File: src/rtl/spi_mem_pkg.sv
package spi_mem_pkg;
  localparam logic [7:0] OP_WREN  = 8'h06;
  localparam logic [7:0] OP_WRDI  = 8'h04;
  localparam logic [7:0] OP_RDSR  = 8'h05;
  localparam logic [7:0] OP_WRSR  = 8'h01;
  localparam logic [7:0] OP_READ  = 8'h03;
  localparam logic [7:0] OP_WRITE = 8'h02;

  typedef enum logic [3:0] {
    ST_OPC, ST_WEN, ST_WDI, ST_RDSR, ST_WRSR,
    ST_AHI, ST_ALO, ST_RDAT, ST_WDAT, ST_SKIP
  } seq_st_t;
endpackage

File: src/rtl/spi_pin_sync.sv
module spi_pin_sync #(
  parameter int              NPIN    = 4,
  parameter logic [NPIN-1:0] RST_VAL = '0
) (
  input  logic            clk,
  input  logic            rst_n,
  input  logic [NPIN-1:0] pins_i,
  output logic [NPIN-1:0] pins_o
);
  for (genvar i = 0; i < NPIN; i++) begin : g_pin
    logic meta_q, sync_q;
    always_ff @(posedge clk or negedge rst_n) begin
      if (!rst_n) begin
        meta_q <= RST_VAL[i];
        sync_q <= RST_VAL[i];
      end else begin
        meta_q <= pins_i[i];
        sync_q <= meta_q;
      end
    end
    assign pins_o[i] = sync_q;
  end
endmodule

File: src/rtl/spi_tx_shift.sv
module spi_tx_shift #(
  parameter int DW = 8
) (
  input  logic          clk,
  input  logic          rst_n,
  input  logic          clr,
  input  logic          arm,
  input  logic          fall_ev,
  input  logic [DW-1:0] src,
  output logic          miso,
  output logic          tx_on,
  output logic          take
);
  localparam int CW = $clog2(DW);

  logic [DW-2:0] sh_q, sh_d;
  logic [CW-1:0] cnt_q, cnt_d;
  logic          on_q, on_d, out_q, out_d;

  assign take = fall_ev & arm & ~clr & (cnt_q == '0);

  always_comb begin
    sh_d  = sh_q;
    cnt_d = cnt_q;
    on_d  = on_q;
    out_d = out_q;
    if (clr) begin
      cnt_d = '0;
      on_d  = 1'b0;
    end else if (fall_ev && arm) begin
      on_d = 1'b1;
      if (cnt_q == '0) begin
        out_d = src[DW-1];
        sh_d  = src[DW-2:0];
      end else begin
        out_d = sh_q[DW-2];
        sh_d  = {sh_q[DW-3:0], 1'b0};
      end
      cnt_d = (cnt_q == CW'(DW-1)) ? '0 : cnt_q + 1'b1;
    end
  end

  always_ff @(posedge clk or negedge rst_n) begin
    if (!rst_n) begin
      sh_q  <= '0;
      cnt_q <= '0;
      on_q  <= 1'b0;
      out_q <= 1'b0;
    end else begin
      sh_q  <= sh_d;
      cnt_q <= cnt_d;
      on_q  <= on_d;
      out_q <= out_d;
    end
  end

  assign miso  = out_q;
  assign tx_on = on_q;

  // every accepted falling edge moves the bit position by one
  assert_bit_step_R2: assert property (@(posedge clk) disable iff (!rst_n)
    (fall_ev && arm && !clr) |=> (on_q && cnt_q == CW'($past(cnt_q) + 1'b1)));
endmodule

File: src/rtl/spi_cmd_seq.sv
module spi_cmd_seq
  import spi_mem_pkg::*;
#(
  parameter int AW = 14,
  parameter int PW = 6
) (
  input  logic          clk,
  input  logic          rst_n,
  input  logic          rise_ev,
  input  logic          cs_go,
  input  logic          cs_end,
  input  logic          mosi_s,
  input  logic          busy_i,
  input  logic [7:0]    status_i,
  input  logic          byte_take,
  input  logic [7:0]    rd_data,
  output logic          tx_arm,
  output logic [7:0]    tx_src,
  output logic          rd_req,
  output logic [AW-1:0] rd_addr,
  output logic          wr_byte_stb,
  output logic [AW-1:0] wr_addr,
  output logic [7:0]    wr_data,
  output logic          wr_commit,
  output logic          wr_abort,
  output logic          wren_stb,
  output logic          wrdi_stb,
  output logic          sr_wr_stb,
  output logic [7:0]    sr_wr_data
);
  localparam int HW = AW - 8;

  seq_st_t       st_q, st_d;
  logic [6:0]    sr_q, sr_d;
  logic [2:0]    bits_q, bits_d;
  logic [HW-1:0] ahi_q, ahi_d;
  logic          rdop_q, rdop_d, got_q, got_d, cap_q, cap_d, arm_q, arm_d;
  logic [AW-1:0] ptr_q, ptr_d, wad_q, wad_d, rda_q, rda_d, wao_q, wao_d;
  logic [7:0]    src_q, src_d, wdo_q, wdo_d, sdat_q, sdat_d;
  logic          rreq_q, rreq_d, wstb_q, wstb_d, cmt_q, cmt_d, abt_q, abt_d;
  logic          wen_q, wen_d, wdi_q, wdi_d, srw_q, srw_d;
  logic [7:0]    byte_w;
  logic [PW-1:0] wlow;
  logic [AW-1:0] addr_w;

  assign byte_w = {sr_q, mosi_s};
  assign wlow   = wad_q[PW-1:0] + 1'b1;
  assign addr_w = {ahi_q, byte_w};

  always_comb begin
    st_d = st_q;   sr_d = sr_q;   bits_d = bits_q; ahi_d = ahi_q;
    rdop_d = rdop_q; got_d = got_q; arm_d = arm_q; ptr_d = ptr_q;
    wad_d = wad_q; rda_d = rda_q; wao_d = wao_q; wdo_d = wdo_q;
    sdat_d = sdat_q; src_d = src_q; cap_d = rreq_q;
    rreq_d = 1'b0; wstb_d = 1'b0; cmt_d = 1'b0; abt_d = 1'b0;
    wen_d = 1'b0;  wdi_d = 1'b0;  srw_d = 1'b0;
    if (cap_q)           src_d = rd_data;
    if (st_q == ST_RDSR) src_d = status_i;
    if (cs_go || cs_end) begin
      if (cs_end) begin
        case (st_q)
          ST_WEN:  wen_d = (bits_q == 3'd0);
          ST_WDI:  wdi_d = (bits_q == 3'd0);
          ST_WRSR: srw_d = got_q && (bits_q == 3'd0);
          ST_WDAT: begin
            cmt_d = got_q && (bits_q == 3'd0);
            abt_d = !(got_q && (bits_q == 3'd0));
          end
          ST_AHI, ST_ALO: abt_d = !rdop_q;
          default: ;
        endcase
      end
      st_d = ST_OPC; bits_d = 3'd0; got_d = 1'b0; arm_d = 1'b0;
    end else begin
      if (rise_ev) begin
        sr_d   = byte_w[6:0];
        bits_d = bits_q + 3'd1;
        if (st_q == ST_WEN || st_q == ST_WDI) begin
          st_d = ST_SKIP;
        end else if (bits_q == 3'd7) begin
          case (st_q)
            ST_OPC: begin
              if (busy_i && byte_w != OP_RDSR) st_d = ST_SKIP;
              else begin
                case (byte_w)
                  OP_WREN:  st_d = ST_WEN;
                  OP_WRDI:  st_d = ST_WDI;
                  OP_RDSR:  begin st_d = ST_RDSR; arm_d = 1'b1; end
                  OP_WRSR:  st_d = ST_WRSR;
                  OP_READ:  begin st_d = ST_AHI; rdop_d = 1'b1; end
                  OP_WRITE: begin st_d = ST_AHI; rdop_d = 1'b0; end
                  default:  st_d = ST_SKIP;
                endcase
              end
            end
            ST_AHI: begin ahi_d = byte_w[HW-1:0]; st_d = ST_ALO; end
            ST_ALO: begin
              if (rdop_q) begin
                rreq_d = 1'b1; rda_d = addr_w; ptr_d = addr_w + 1'b1;
                arm_d = 1'b1; st_d = ST_RDAT;
              end else begin
                wad_d = addr_w; st_d = ST_WDAT;
              end
            end
            ST_WDAT: begin
              wstb_d = 1'b1; wao_d = wad_q; wdo_d = byte_w;
              wad_d = {wad_q[AW-1:PW], wlow}; got_d = 1'b1;
            end
            ST_WRSR: begin
              if (!got_q) sdat_d = byte_w;
              got_d = 1'b1;
            end
            default: ;
          endcase
        end
      end
      if (byte_take && st_q == ST_RDAT) begin
        rreq_d = 1'b1; rda_d = ptr_q; ptr_d = ptr_q + 1'b1;
      end
    end
  end

  always_ff @(posedge clk or negedge rst_n) begin
    if (!rst_n) begin
      st_q <= ST_OPC; sr_q <= '0; bits_q <= '0; ahi_q <= '0;
      rdop_q <= 1'b0; got_q <= 1'b0; arm_q <= 1'b0; cap_q <= 1'b0;
      ptr_q <= '0; wad_q <= '0; rda_q <= '0; wao_q <= '0;
      wdo_q <= '0; sdat_q <= '0; src_q <= '0;
      rreq_q <= 1'b0; wstb_q <= 1'b0; cmt_q <= 1'b0; abt_q <= 1'b0;
      wen_q <= 1'b0; wdi_q <= 1'b0; srw_q <= 1'b0;
    end else begin
      st_q <= st_d; sr_q <= sr_d; bits_q <= bits_d; ahi_q <= ahi_d;
      rdop_q <= rdop_d; got_q <= got_d; arm_q <= arm_d; cap_q <= cap_d;
      ptr_q <= ptr_d; wad_q <= wad_d; rda_q <= rda_d; wao_q <= wao_d;
      wdo_q <= wdo_d; sdat_q <= sdat_d; src_q <= src_d;
      rreq_q <= rreq_d; wstb_q <= wstb_d; cmt_q <= cmt_d; abt_q <= abt_d;
      wen_q <= wen_d; wdi_q <= wdi_d; srw_q <= srw_d;
    end
  end

  assign tx_arm = arm_q;       assign tx_src = src_q;
  assign rd_req = rreq_q;      assign rd_addr = rda_q;
  assign wr_byte_stb = wstb_q; assign wr_addr = wao_q;  assign wr_data = wdo_q;
  assign wr_commit = cmt_q;    assign wr_abort = abt_q;
  assign wren_stb = wen_q;     assign wrdi_stb = wdi_q;
  assign sr_wr_stb = srw_q;    assign sr_wr_data = sdat_q;

  // at most one end-of-command pulse per cycle
  assert_one_end_R9: assert property (@(posedge clk) disable iff (!rst_n)
    $onehot0({wen_q, wdi_q, srw_q, cmt_q, abt_q}));
  // without an accepted clock or select edge, the bit count holds
  assert_bits_hold_R6: assert property (@(posedge clk) disable iff (!rst_n)
    (!rise_ev && !cs_go && !cs_end) |=> $stable(bits_q));
  // a fetch follows the address byte or a byte handed to the shifter
  assert_fetch_cause_R5: assert property (@(posedge clk) disable iff (!rst_n)
    rreq_q |-> ($past(byte_take) || $past(st_q) == ST_ALO));
endmodule

File: src/rtl/spi_mem_cmd_if.sv
module spi_mem_cmd_if #(
  parameter int AW = 14,
  parameter int PW = 6
) (
  input  logic          clk,
  input  logic          rst_n,
  input  logic          spi_sck,
  input  logic          spi_cs_n,
  input  logic          spi_mosi,
  input  logic          spi_hold_n,
  output logic          spi_miso,
  output logic          spi_miso_oe,
  input  logic          busy_i,
  input  logic [7:0]    status_i,
  output logic          rd_req,
  output logic [AW-1:0] rd_addr,
  input  logic [7:0]    rd_data,
  output logic          wr_byte_stb,
  output logic [AW-1:0] wr_addr,
  output logic [7:0]    wr_data,
  output logic          wr_commit,
  output logic          wr_abort,
  output logic          wren_stb,
  output logic          wrdi_stb,
  output logic          sr_wr_stb,
  output logic [7:0]    sr_wr_data
);
  localparam int NPIN = 4;

  logic [NPIN-1:0] pin_raw, pin_s;
  logic sck_s, csn_s, mosi_s, holdn_s;
  logic sck_d, csn_d, hold_q, hold_d;
  logic rise_ev, fall_ev, cs_go, cs_end, clr;
  logic tx_arm, tx_on, take;
  logic [7:0] tx_src;

  assign pin_raw = {spi_hold_n, spi_mosi, spi_cs_n, spi_sck};

  spi_pin_sync #(.NPIN(NPIN), .RST_VAL(4'b1010)) u_sync (
    .clk(clk), .rst_n(rst_n), .pins_i(pin_raw), .pins_o(pin_s));

  assign {holdn_s, mosi_s, csn_s, sck_s} = pin_s;

  always_comb begin
    hold_d = hold_q;
    if (csn_s)       hold_d = 1'b0;
    else if (!sck_s) hold_d = !holdn_s;
  end

  always_ff @(posedge clk or negedge rst_n) begin
    if (!rst_n) begin
      sck_d  <= 1'b0;
      csn_d  <= 1'b1;
      hold_q <= 1'b0;
    end else begin
      sck_d  <= sck_s;
      csn_d  <= csn_s;
      hold_q <= hold_d;
    end
  end

  assign rise_ev = sck_s & ~sck_d & ~csn_s & ~hold_q;
  assign fall_ev = ~sck_s & sck_d & ~csn_s & ~hold_q;
  assign cs_go   = ~csn_s & csn_d;
  assign cs_end  = csn_s & ~csn_d;
  assign clr     = cs_go | cs_end;

  spi_cmd_seq #(.AW(AW), .PW(PW)) u_seq (
    .clk(clk), .rst_n(rst_n), .rise_ev(rise_ev), .cs_go(cs_go),
    .cs_end(cs_end), .mosi_s(mosi_s), .busy_i(busy_i), .status_i(status_i),
    .byte_take(take), .rd_data(rd_data), .tx_arm(tx_arm), .tx_src(tx_src),
    .rd_req(rd_req), .rd_addr(rd_addr), .wr_byte_stb(wr_byte_stb),
    .wr_addr(wr_addr), .wr_data(wr_data), .wr_commit(wr_commit),
    .wr_abort(wr_abort), .wren_stb(wren_stb), .wrdi_stb(wrdi_stb),
    .sr_wr_stb(sr_wr_stb), .sr_wr_data(sr_wr_data));

  spi_tx_shift #(.DW(8)) u_tx (
    .clk(clk), .rst_n(rst_n), .clr(clr), .arm(tx_arm), .fall_ev(fall_ev),
    .src(tx_src), .miso(spi_miso), .tx_on(tx_on), .take(take));

  assign spi_miso_oe = tx_on & ~hold_q & ~csn_s;

  // once deselection has settled, the shifter is idle
  assert_idle_deselect_R3: assert property (@(posedge clk) disable iff (!rst_n)
    (csn_s && csn_d) |-> !tx_on);
  // the pause state only changes while SCK is low
  assert_hold_low_sck_R6: assert property (@(posedge clk) disable iff (!rst_n)
    (sck_s && !csn_s) |=> (hold_q == $past(hold_q) || csn_s));
endmodule

File: config.mk
export PLATFORM = sky130hd
export DESIGN_NAME = spi_mem_cmd_if
export DESIGN_NICKNAME = d
export VERILOG_FILES = /design/src/rtl/spi_mem_pkg.sv /design/src/rtl/spi_pin_sync.sv /design/src/rtl/spi_tx_shift.sv /design/src/rtl/spi_cmd_seq.sv /design/src/rtl/spi_mem_cmd_if.sv
export SDC_FILE = /design/constraint.sdc
export NUM_CORES = 1
export LEC_CHECK = 0
export BUFFER_PORTS_ARGS = -buffer_cell sky130_fd_sc_hd__buf_2
export CAP_MARGIN = 10
export CORE_ASPECT_RATIO = 1.1
export CORE_MARGIN = 1
export CORE_UTILIZATION = 55
export DETAILED_ROUTE_END_ITERATION = 10
export PLACE_DENSITY = 0.76
export SLEW_MARGIN = 20
export SYNTH_ARGS = -nofsm -noshare
export SYNTH_HDL_FRONTEND = slang
export SYNTH_SLANG_ARGS = --single-unit
File: constraint.sdc
create_clock -name clk -period 4.8 [get_ports clk]
set_input_delay 1.44 -clock clk [delete_from_list [all_inputs] [get_ports clk]]
set_output_delay 1.44 -clock clk [all_outputs]
set_load 0.05 [all_outputs]
; After elaboration in Yosys (flattened, before gate mapping)
; Cells that the tools add are included.
[op_classes]
muxes = 76
n_bitwise = 26
add_sub_neg = 5
n_reduce_logical = 41
n_eq_ne = 24
[ops]
columns = cell, n
row1 = 14-bit two-way mux, 13
row2 = 1-bit two-way mux, 43
row3 = "14-bit by 1-bit adder with 14-bit output, second input constant", 2
row4 = 14-bit one-hot mux with 2 select lines, 1
row5 = "8-bit by 3-bit == test with 1-bit output, second input constant", 3
row6 = 4-bit two-way mux, 6
row7 = 2-bit nonzero test, 11
row8 = 7-bit AND reduction, 3
row9 = 4-bit one-hot mux with 5 select lines, 1
row10 = 6-bit AND reduction, 3
row11 = "4-bit by 3-bit == test with 1-bit output, second input constant", 4
row12 = "8-bit by 2-bit == test with 1-bit output, second input constant", 2
row13 = 8-bit two-way mux, 2
row14 = 3-bit two-way mux, 5
row15 = 1-bit AND, 13
row16 = 1-bit NOT, 12
row17 = 4-bit one-hot mux with 3 select lines, 1
row18 = 5-bit AND reduction, 2
row19 = "4-bit by 2-bit == test with 1-bit output, second input constant", 2
row20 = "8-bit by 1-bit == test with 1-bit output, second input constant", 1
row21 = "8-bit by 3-bit != test with 1-bit output, second input constant", 1
row22 = 7-bit two-way mux, 1
row23 = "3-bit by 1-bit adder with 3-bit output, second input constant", 2
row24 = "6-bit by 1-bit adder with 6-bit output, second input constant", 1
row25 = other kinds (20), 37
[word_totals]
reg_bits = 134
inputBits = 23

; Longest topological paths before layout
; Gate-level depths: netlist (run 1).
[depth]
word_depth = 10
mapped_depth = 16
mapped_depth_nobuf = 12

; Hierarchy
; From an unflattened synthesis (run 1), not the netlist that was laid out.
[hier_totals]
hier_cells = 705
hier_area_um2 = 6671.4
[by_module_without_submodules]
columns = mod, n_inst, cells_per_inst, area_each_um2
row1 = spi_cmd_seq, 1, 621, 5665.4
row2 = spi_tx_shift, 1, 58, 614.3
row3 = spi_pin_sync, 1, 12, 235.2
row4 = spi_mem_cmd_if, 1, 14, 156.4

; Least setup slack after synthesis (run 1)
; Ideal clock, no wire load.
[synth_path]
path_type = flip-flop to flip-flop
startpoint = register csn_d
endpoint = register u_seq.ptr_q[10]
setup_time_ns = 0.140
required_time_ns = 4.660
t_arrival_ns = 3.392
setup_slack_ns = 1.268
stages_incl_launch_ff = 17
cell_sequence = dfstp_2 inv_1 ha_1 and2_1 and4_1 clkbuf_1 clkbuf_1 buf_2 nand2_1 nand2_1 ha_1 clkbuf_1 nand3_1 mux2i_1 o211ai_1 a2111oi_0 a211oi_1
[synth_via]
elab_chain_len = 9
[synth_rtl]
columns = element, line_no
row1 = "start, declared", spi_mem_cmd_if.sv:32  ; logic sck_d, csn_d, hold_q, hold_d;
row2 = "start signal, assigned", spi_mem_cmd_if.sv:57  ; csn_d <= csn_s;
row3 = 1-bit NOT, spi_mem_cmd_if.sv:65  ; assign cs_end = csn_s & ~csn_d;
row4 = 1-bit AND, spi_mem_cmd_if.sv:65
row5 = 1-bit bitwise OR, spi_mem_cmd_if.sv:66  ; assign clr = cs_go | cs_end;
row6 = 1-bit NOT (no source line), n/a
row7 = 1-bit AND (2 in a row), spi_tx_shift.sv:20  ; assign take = fall_ev & arm & ~clr & (cnt_q == '0);
row8 = 1-bit logical AND, spi_cmd_seq.sv:117  ; if (byte_take && st_q == ST_RDAT) begin
row9 = 2-bit != test (no source line) / 2-bit nonzero test (equally long branches), n/a
row10 = 6-bit AND reduction (no source line), n/a
row11 = "end signal, assigned", spi_cmd_seq.sv:134  ; ptr_q <= ptr_d; wad_q <= wad_d; rda_q <= rda_d; wao_q <= wao_d;
row12 = "end, declared", spi_cmd_seq.sv:38  ; logic [AW-1:0] ptr_q, ptr_d, wad_q, wad_d, rda_q, rda_d, wao_q, wao_d;
; Parallel ways exist; a longest one is shown, timed or not.
; A chain may end at the register's enable or synchronous reset.

; Worst setup path in the final report (run 1)
; Ends and elaborated chain as after synthesis.

==> results.md, run 1 <==
* Critical Path Fanout Max at 27
* Pwr Density at 383 mW/mm^2
* Clk buf depth at 2
* Setup TNS at 0 ns
* Wirelength per Cell at 16.7 microns
* CTS tree: yes
* Hold crit path type: flip-flop to flip-flop
* Mapped Nets at 690
* Area Overhead vs Synth at 17.1%
* Maxcap violations at 0
* Synth unique cells at 61
* Kind of critical path: flip-flop to flip-flop
* Data required, critical path at 5.09 ns
* RSZ-0062 raised after global routing: no
* Synth Area per Inst at 9.64 sq um
* CP Launch Type: flip-flop
* EDFF count, synth at 0
* Layout cell share with drive strength beyond 1 at 20.7%
* Die area at 0.0120 sq mm
* Final hold violation count at 0
* N_diodes at 0
* Most common cell after layout, fill and taps aside: nand2_1
* Outcome: completed
* First-pass detailed-route iteration total at 8
* Io pins at 76
* Total grt overflow at 0
* Leak Pwr at 3.75 nW
* Initial antenna violation count at 0
* Worst vdd ir at 0.243 mV
* DRC Markers at 0
* Number of post-CTS setup repair buffers at 0
* Initial Util at 57.3%
* Starting DRT DRC Count at 413
* CTS Buf Count at 17
* Post-Synthesis Cells at 658
* Post-DRT Antenna Nets at 0
* Die Y at 115 microns
* Prevailing post-synth register cell: dfrtp_1
* Largest net degree at the start of global routing at 80
* Port Buf Inserts at 75
* Yosys reg bits at 134
* GRT Overall Usage at 26.3%
* Final core utilization at 67.1%
* CTS Hold Buffers Added at 0
* FILL cells at 887
* Most frequent cells in the layout: 131 x nand2_1, 129 x dfrtp_1, 74 x buf_2
* Total number of vias at 5,148
* Crit path DAT at 4.31 ns
* Vias in the first global route at 5,020
* Worst-Margin Slew at 0.986 ns
* First-pass GRT wire length at 24,600 microns
* Tmin final at 4.02 ns
* Clock Pin Slew Worst Setup and Hold Paths at 0.06 ns
* Post_cts resized at 0
* Register area share after synthesis at 53.0%
* Ys Warns at 0
* Mapped Area at 0.00634 sq mm
* CTS H-tree depth at 4
* Clk_lat worst skew at 0.43 ns
* Post-synth ARST share at 100%
* Core region area at 0.0111 sq mm
* Vias per cell at 5.87
* Clock Sink Count at 134
* Routed WL at 14,700 microns
* Setup violators final at 0
* Die width at 104 microns
* Post-detail-place hpwl at 9660 microns
* Max frequency at 0.249 GHz
* Slew Viols, Final at 0
* Crit path capture type: flip-flop
* FP Rows at 40
* Routability cong. at 0.935
* Footprint of the multi-input gates at 0.00276 sq mm
* Final period utilization at 83.7%
* Clk root buf: clkbuf_16
* Max Clock Skew at 0.00657 ns
* Slew margin rel. at 34.2%
* Register area at 0.00336 sq mm
* Net total in the final layout at 749
-- cells by family after synthesis --
family	after synthesis	share of synthesized area, %
buffers and inverters	56	3.57
AND/OR/NAND/NOR	270	19.9
multiplexers	50	8.43
adder cells (fa/ha/maj)	9	1.78
AO/OA/AOI/OAI	137	13.0
flip-flops	134	53.0
XOR/XNOR	2	0.276
-- Yosys cell counts (8+ instances only) --
| cell | instances | area [sq um] |
|---|---|---|
| nand2_1 | 131 | 492 |
| dfrtp_1 | 129 | 3230 |
| nor2_1 | 59 | 221 |
| a21oi_1 | 47 | 235 |
| o21ai_0 | 35 | 175 |
| clkbuf_1 | 31 | 116 |
| mux2_2 | 26 | 293 |
| mux2i_1 | 23 | 230 |
| inv_1 | 18 | 67.6 |
| a31oi_1 | 17 | 106 |
| nand3_1 | 16 | 80.1 |
| a211oi_1 | 9 | 67.6 |
| ha_1 | 9 | 113 |
| and3_1 | 8 | 50.1 |
| nor3_1 | 8 | 40.0 |
-- final timing paths --
check	from	to	slack, ns	cells past startpoint
worst max-delay path	csn_d$_DFF_PN1_	u_seq.ptr_q[10]$_DFFE_PN0P_	0.78	12
worst min-delay path	u_sync.g_pin[3].meta_q$_DFF_PN1_	u_sync.g_pin[3].sync_q$_DFF_PN1_	0.36	0
worst max register to register	csn_d$_DFF_PN1_	u_seq.ptr_q[10]$_DFFE_PN0P_	0.78	12
worst min register to register	u_sync.g_pin[3].meta_q$_DFF_PN1_	u_sync.g_pin[3].sync_q$_DFF_PN1_	0.36	0
max in group asynchronous	rst_n	csn_d$_DFF_PN1_	2.77	2
min in group asynchronous	rst_n	u_seq.tx_src[4]$_DFFE_PN0P_	1.14	1
-- metal layers --
metal / wire [microns] / global-route usage (%) / share of wire (%) / up-vias
li1: - / - / - / 2422
met1: 6540 / 34.3 / 45 / 2482
met2: 6840 / 41.8 / 47 / 210
met3: 929 / 5.52 / 6.3 / 34
met4: 372 / 13.5 / 2.5 / 0
met5: 0 / 0 / 0 / -
-- cell type report --
cell class                      instances  area share [%]
Timing Repair Buffer                   78            5.56
Inverter                               18           0.910
Clock buffer                           17            5.73
Tap cell                              147            2.48
Clock inverter                         15            2.88
Multi-Input combinational cell        468            37.2
Sequential cell                       134            45.3
-- through the flow --
step / hold WS, ns / area (sq um) / cells / total power [mW] / setup slack (ns)
4_1_cts: 0.357 / 7420 / 877 / 2.86 / 0.884
6_report: 0.356 / 7420 / 877 / 2.84 / 0.783
3_3_place_gp: 0.334 / 6780 / 845 / 1.45 / 1.21
5_1_grt: 0.358 / 7420 / 877 / 2.94 / 0.497
2_1_floorplan: 0.331 / 6340 / 658 / 1.36 / 1.27
3_5_place_dp: 0.342 / 6780 / 845 / 1.46 / 0.943
-- report_power, final --
| part | internal (mW) | switching, mW |
|---|---|---|
| Sequential | 1.17 | 0.0769 |
| Combinational | 0.0750 | 0.122 |
| Clock | 0.881 | 0.519 |
| Total | 2.12 | 0.718 |
-- state kept, by name, summed over array words and instances, names as in the netlist, 4 cells and up --
register and cells:
u_tx.sh_q 7, u_seq.rd_addr 14, u_seq.st_q 4, u_seq.sr_wr_data 8, u_seq.ahi_q 6, u_seq.wad_q 14
u_seq.wr_data 8, u_sync.g_pin.meta_q 4, u_sync.g_pin.sync_q 4, u_seq.tx_src 8, u_seq.sr_q 7, u_seq.ptr_q 14
u_seq.wr_addr 14
-- worst max-delay path, cell delays in order (launching register included) --
cell       delay [ns]
dfstp_2          0.51
inv_1            0.03
ha_1             0.38
and2_1           0.21
and4_1           0.87
nand2_1          0.12
o21ai_0          0.15
ha_1             0.42
nand3_1          0.17
mux2i_1          0.28
o211ai_1         0.20
a2111oi_0        0.43
a211oi_1         0.10
No activity file was read; power rests on OpenSTA's default activity.
==> run 2: changes to the inputs <==
- CORE_UTILIZATION: 55 -> 53
- PLACE_DENSITY: 0.76 -> 0.77
- clock period: 4.8 -> 3.3 ns (I/O delays scaled with it)
==> results.md, run 2 (same netlist as run 1, synthesis figures left out) <==
* Worst-Margin Slew at 0.913 ns
* Cell Chain, Critical Path: inv_1, ha_1, and2_1, and4_1, nand2_1, o21ai_1, ha_1, nand3_1, mux2i_2, o211ai_1, a2111oi_2, a211oi_1
* Worst vdd ir at 0.320 mV
* Kind of critical path: flip-flop to flip-flop
* Leak Pwr at 3.78 nW
* Most frequent cells in the layout: 131 x nand2_1, 129 x dfrtp_1, 74 x buf_2
* Fin Hold WS at 0.354 ns
* Routability cong. at 0.945
* Final core utilization at 64.9%
* Die width at 106 microns
* Core region area at 0.0115 sq mm
* Vias per cell at 5.86
* Crit path capture type: flip-flop
* GRT Overall Usage at 25.7%
* Critical Path Fanout Max at 7
* CP Launch Type: flip-flop
* CP delay by family, top: compound AO/OA/AOI/OAI gates
* Layout cell share with drive strength beyond 1 at 21.5%
* Wirelength per Cell at 16.8 microns
* First-pass GRT wire length at 24,700 microns
* Pwr Density at 552 mW/mm^2
* First-pass detailed-route iteration total at 5
* Max frequency at 0.325 GHz
* Slew Viols, Final at 0
* Hold crit path type: flip-flop to flip-flop
* Routed WL at 14,900 microns
* N_diodes at 0
* Slew margin rel. at 39.0%
* Io pins at 76
* Number of post-CTS setup repair buffers at 0
* Tmin final at 3.08 ns
* CTS Hold Buffers Added at 0
* Die area at 0.0124 sq mm
* Area Overhead vs Synth at 18.2%
* Pre-CTS setup slack at 0.301 ns
* DRC Markers at 0
* RSZ-0062 raised after global routing: no
* Slowest CP cell: dfstp_2
* Most common cell after layout, fill and taps aside: nand2_1
* Total grt overflow at 0
* Routed wl met3 at 975 microns
* Data required, critical path at 3.58 ns
* FP Rows at 41
* Clock Sink Count at 134
* Starting DRT DRC Count at 414
* Max Clock Skew at 0.00787 ns
* Net total in the final layout at 755
* Maxcap violations at 0
* Setup slack after layout at 0.221 ns
* CTS H-tree depth at 4
* Clk buf depth at 2
* CP peak stage delay at 0.52 ns
* Met2 WL post-DR at 7130 microns
* Wl on met1 at 6540 microns
* Final period utilization at 93.3%
* Clk_lat worst skew at 0.41 ns
* Final Power at 4.14 mW
* Crit path top cell by count: ha_1
* Initial antenna violation count at 0
* Setup violators final at 0
* Setup TNS at 0 ns
* CTS tree: yes
* Vias in the first global route at 5,025
* CTS Buf Count at 17
* Buf/Inv on CP at 1
* Crit path DAT at 3.36 ns
* Clock Pin Slew Worst Setup and Hold Paths at 0.06 ns
* Largest net degree at the start of global routing at 51
* DR top layer: met4
* Total number of vias at 5,195
* Initial Util at 54.9%
* Final hold violation count at 0
* Post-detail-place hpwl at 9810 microns
* Die Y at 117 microns
* Outcome: completed
* Post-DRT Antenna Nets at 0
* Clk root buf: clkbuf_16
* Port Buf Inserts at 75
## run 2: per-stage QoR
stage,area (sq um),cells
after floorplan,6340,658
after global placement,6840,854
after detailed placement,6840,854
after CTS,7480,886
after global routing,7500,886
final,7500,886
## run 2: cell type report
type / count / area, sq um
fillers: 915 / 4050
inverters: 18 / 67.6
flip-flops and latches: 134 / 3360
repair buffers: 84 / 470
clock buffers: 21 / 470
clock inverters: 11 / 170
well taps: 150 / 188
multi-input cells: 468 / 2770
## run 2: final timing paths
path                                                  start  cells after the start  slack, ns                                to
max                                         csn_d$_DFF_PN1_                     12       0.22       u_seq.ptr_q[10]$_DFFE_PN0P_
max reg2reg                                 csn_d$_DFF_PN1_                     12       0.22       u_seq.ptr_q[10]$_DFFE_PN0P_
min in group asynchronous                             rst_n                      1       0.59      u_seq.rd_addr[5]$_DFFE_PN0P_
min                        u_sync.g_pin[2].meta_q$_DFF_PN0_                      0       0.35  u_sync.g_pin[2].sync_q$_DFF_PN0_
max in group asynchronous                             rst_n                      2       1.96                   csn_d$_DFF_PN1_
min reg2reg                u_sync.g_pin[2].meta_q$_DFF_PN0_                      0       0.35  u_sync.g_pin[2].sync_q$_DFF_PN0_
## run 2: power by group
| part | switching, mW | internal, mW | total, mW |
|---|---|---|---|
| clock network | 0.710 | 1.33 | 2.04 |
| registers | 0.0974 | 1.70 | 1.80 |
| logic | 0.188 | 0.118 | 0.306 |
## run 2: what timing repair did
item	4_1_cts	5_1_grt
resized for setup	0	5
endpoints found under the hold margin	0	0
setup endpoints to repair	0	1
## run 2: worst reg2reg max path, delay by kind of cell, from the launching register on
family	cells	cell delay (ns)
multiplexers	1	0.25
flip-flops	1	0.52
AND/OR/NAND/NOR	4	0.72
buffers and inverters	1	0.04
adder cells (fa/ha/maj)	2	0.61
AO/OA/AOI/OAI	4	0.80
## run 2: per-layer routing
| metal | global-route usage [%] | vias to the layer above |
|---|---|---|
| li1 | - | 2415 |
| met1 | 34.9 | 2539 |
| met2 | 40.6 | 212 |
| met3 | 5.08 | 29 |
| met4 | 10.9 | 0 |
| met5 | 0 | - |
==> run 3: changes to the inputs <==
--- a/config.mk
+++ b/config.mk
@@ -10,3 +10,3 @@
 export CORE_ASPECT_RATIO = 1.1
-export CORE_MARGIN = 1
+export CORE_MARGIN = 1.5
 export CORE_UTILIZATION = 53
@@ -14,2 +14,3 @@
 export PLACE_DENSITY = 0.77
+export SKIP_CTS_REPAIR_TIMING = 1
 export SLEW_MARGIN = 20
==> constraint.sdc (replaced) <==
create_clock -name clk -period 3.3 [get_ports clk]
set_input_delay 0.165 -clock clk [delete_from_list [all_inputs] [get_ports clk]]
set_output_delay 0.165 -clock clk [all_outputs]
set_load 0.05 [all_outputs]
==> results.md, run 3 (same netlist as run 1, synthesis figures left out) <==
* Crit path top cell by count: ha_1
* Largest net degree at the start of global routing at 76
* Clk_lat worst skew at 0.43 ns
* Wirelength per Cell at 16.9 microns
* CTS tree: yes
* Total grt overflow at 0
* Port Buf Inserts at 75
* Buf/Inv on CP at 1
* Clock Pin Slew Worst Setup and Hold Paths at 0.06 ns
* Worst vdd ir at 0.258 mV
* CTS H-tree depth at 4
* Kind of critical path: flip-flop to flip-flop
* RSZ-0062 raised after global routing: no
* CP peak stage delay at 0.52 ns
* Slowest CP cell: dfstp_2
* Pwr Density at 542 mW/mm^2
* DRC Markers at 0
* Slew Viols, Final at 0
* Post-detail-place hpwl at 9920 microns
* Final period utilization at 93.2%
* First-pass GRT wire length at 24,900 microns
* Setup violators final at 0
* Final Power at 4.12 mW
* N_diodes at 0
* Design Area, Final at 0.00760 sq mm
* Initial antenna violation count at 0
* First-pass detailed-route iteration total at 5
* Worst-Margin Slew at 0.912 ns
* Final hold violation count at 1
* Net total in the final layout at 769
* Tmin final at 3.08 ns
* Clk root buf: clkbuf_16
* Register area at 0.00336 sq mm
* Post-place instance area at 0.00684 sq mm
* Hold crit path type: input port to flip-flop
* Crit path capture type: flip-flop
* FP Rows at 41
* Critical Path Fanout Max at 7
* Slew margin rel. at 39.0%
* Leak Pwr at 3.83 nW
* Clk buf depth at 2
* Starting DRT DRC Count at 425
* FILL cells at 894
* Max frequency at 0.325 GHz
* Io pins at 76
* Routability cong. at 0.941
* CTS Buf Count at 17
* Total number of vias at 5,313
* Initial Util at 54.9%
* Data required, critical path at 3.59 ns
* Maxcap violations at 0
* Crit path DAT at 3.37 ns
* Footprint of the multi-input gates at 0.00277 sq mm
* Failing checks: negative hold slack
* Area Overhead vs Synth at 19.9%
* Routed WL at 15,200 microns
* Core region area at 0.0115 sq mm
* Die area at 0.0126 sq mm
* Most common cell after layout, fill and taps aside: nand2_1
* Post-DRT Antenna Nets at 0
* Layout cell share with drive strength beyond 1 at 21.4%
* Setup TNS at 0 ns
* Die Y at 118 microns
* Most frequent cells in the layout: 131 x nand2_1, 129 x dfrtp_1, 74 x buf_2
* Setup slack after layout at 0.224 ns
* Max Clock Skew at 0.00800 ns
* Outcome: finished, violations left
* GRT Overall Usage at 25.1%
* Cell Chain, Critical Path: inv_1, ha_1, and2_1, and4_2, nand2_1, o21ai_1, ha_1, nand3_1, mux2i_2, o211ai_1, a2111oi_1, a211oi_1
* Vias per cell at 5.91
* Vias in the first global route at 5,084
* Clock Sink Count at 134
* Pre-CTS setup slack at 0.229 ns
* CP delay by family, top: compound AO/OA/AOI/OAI gates
* Fin Hold WS at -0.0422 ns
* Die width at 107 microns
* CP Launch Type: flip-flop
## run 3: power by group
group          internal [mW]  switching [mW]
sequential              1.70          0.0980
clock                   1.30           0.702
combinational          0.125           0.195
## run 3: final timing paths
kind	to	cells past startpoint	startpoint	slack, ns
worst max-delay path	u_seq.ptr_q[10]$_DFFE_PN0P_	12	csn_d$_DFF_PN1_	0.22
worst min-delay path	u_seq.tx_src[2]$_DFFE_PN0P_	3	status_i[2]	-0.04
worst max register to register	u_seq.ptr_q[10]$_DFFE_PN0P_	12	csn_d$_DFF_PN1_	0.22
worst min register to register	u_sync.g_pin[2].sync_q$_DFF_PN0_	0	u_sync.g_pin[2].meta_q$_DFF_PN0_	0.35
max in group asynchronous	csn_d$_DFF_PN1_	3	rst_n	2.07
min in group asynchronous	u_seq.rd_addr[6]$_DFFE_PN0P_	2	rst_n	0.35
## run 3: layout make-up
| class | instances | area share [%] |
|---|---|---|
| clock buffer | 19 | 5.96 |
| clock inverter | 12 | 2.30 |
| inverter | 18 | 0.889 |
| sequential | 134 | 44.2 |
| timing repair buffer | 98 | 7.80 |
| multi-input combinational | 468 | 36.4 |
| tap | 150 | 2.47 |
## run 3: through the flow
step                      util [%]  cells
final                         65.9    899
after global routing          65.9    899
after CTS                     64.7    887
after detailed placement      59.3    856
after global placement        59.3    856
after floorplan                  -    658
## run 3: routing by layer
metal  share of wire, %  wire length, microns  global-route usage [%]  vias up
met5                  0                     0                       0        -
met4                2.9                   441                    10.8        0
met3                5.7                   858                    5.04       51
met2                 47                  7120                    38.0      234
met1                 44                  6750                    35.0     2587
li1                   -                     -                       -     2441
## run 3: tightest hold or removal path: stages
cell and delay, ns:
buf_2 0.07, nand2_1 0.03, o21ai_0 0.06
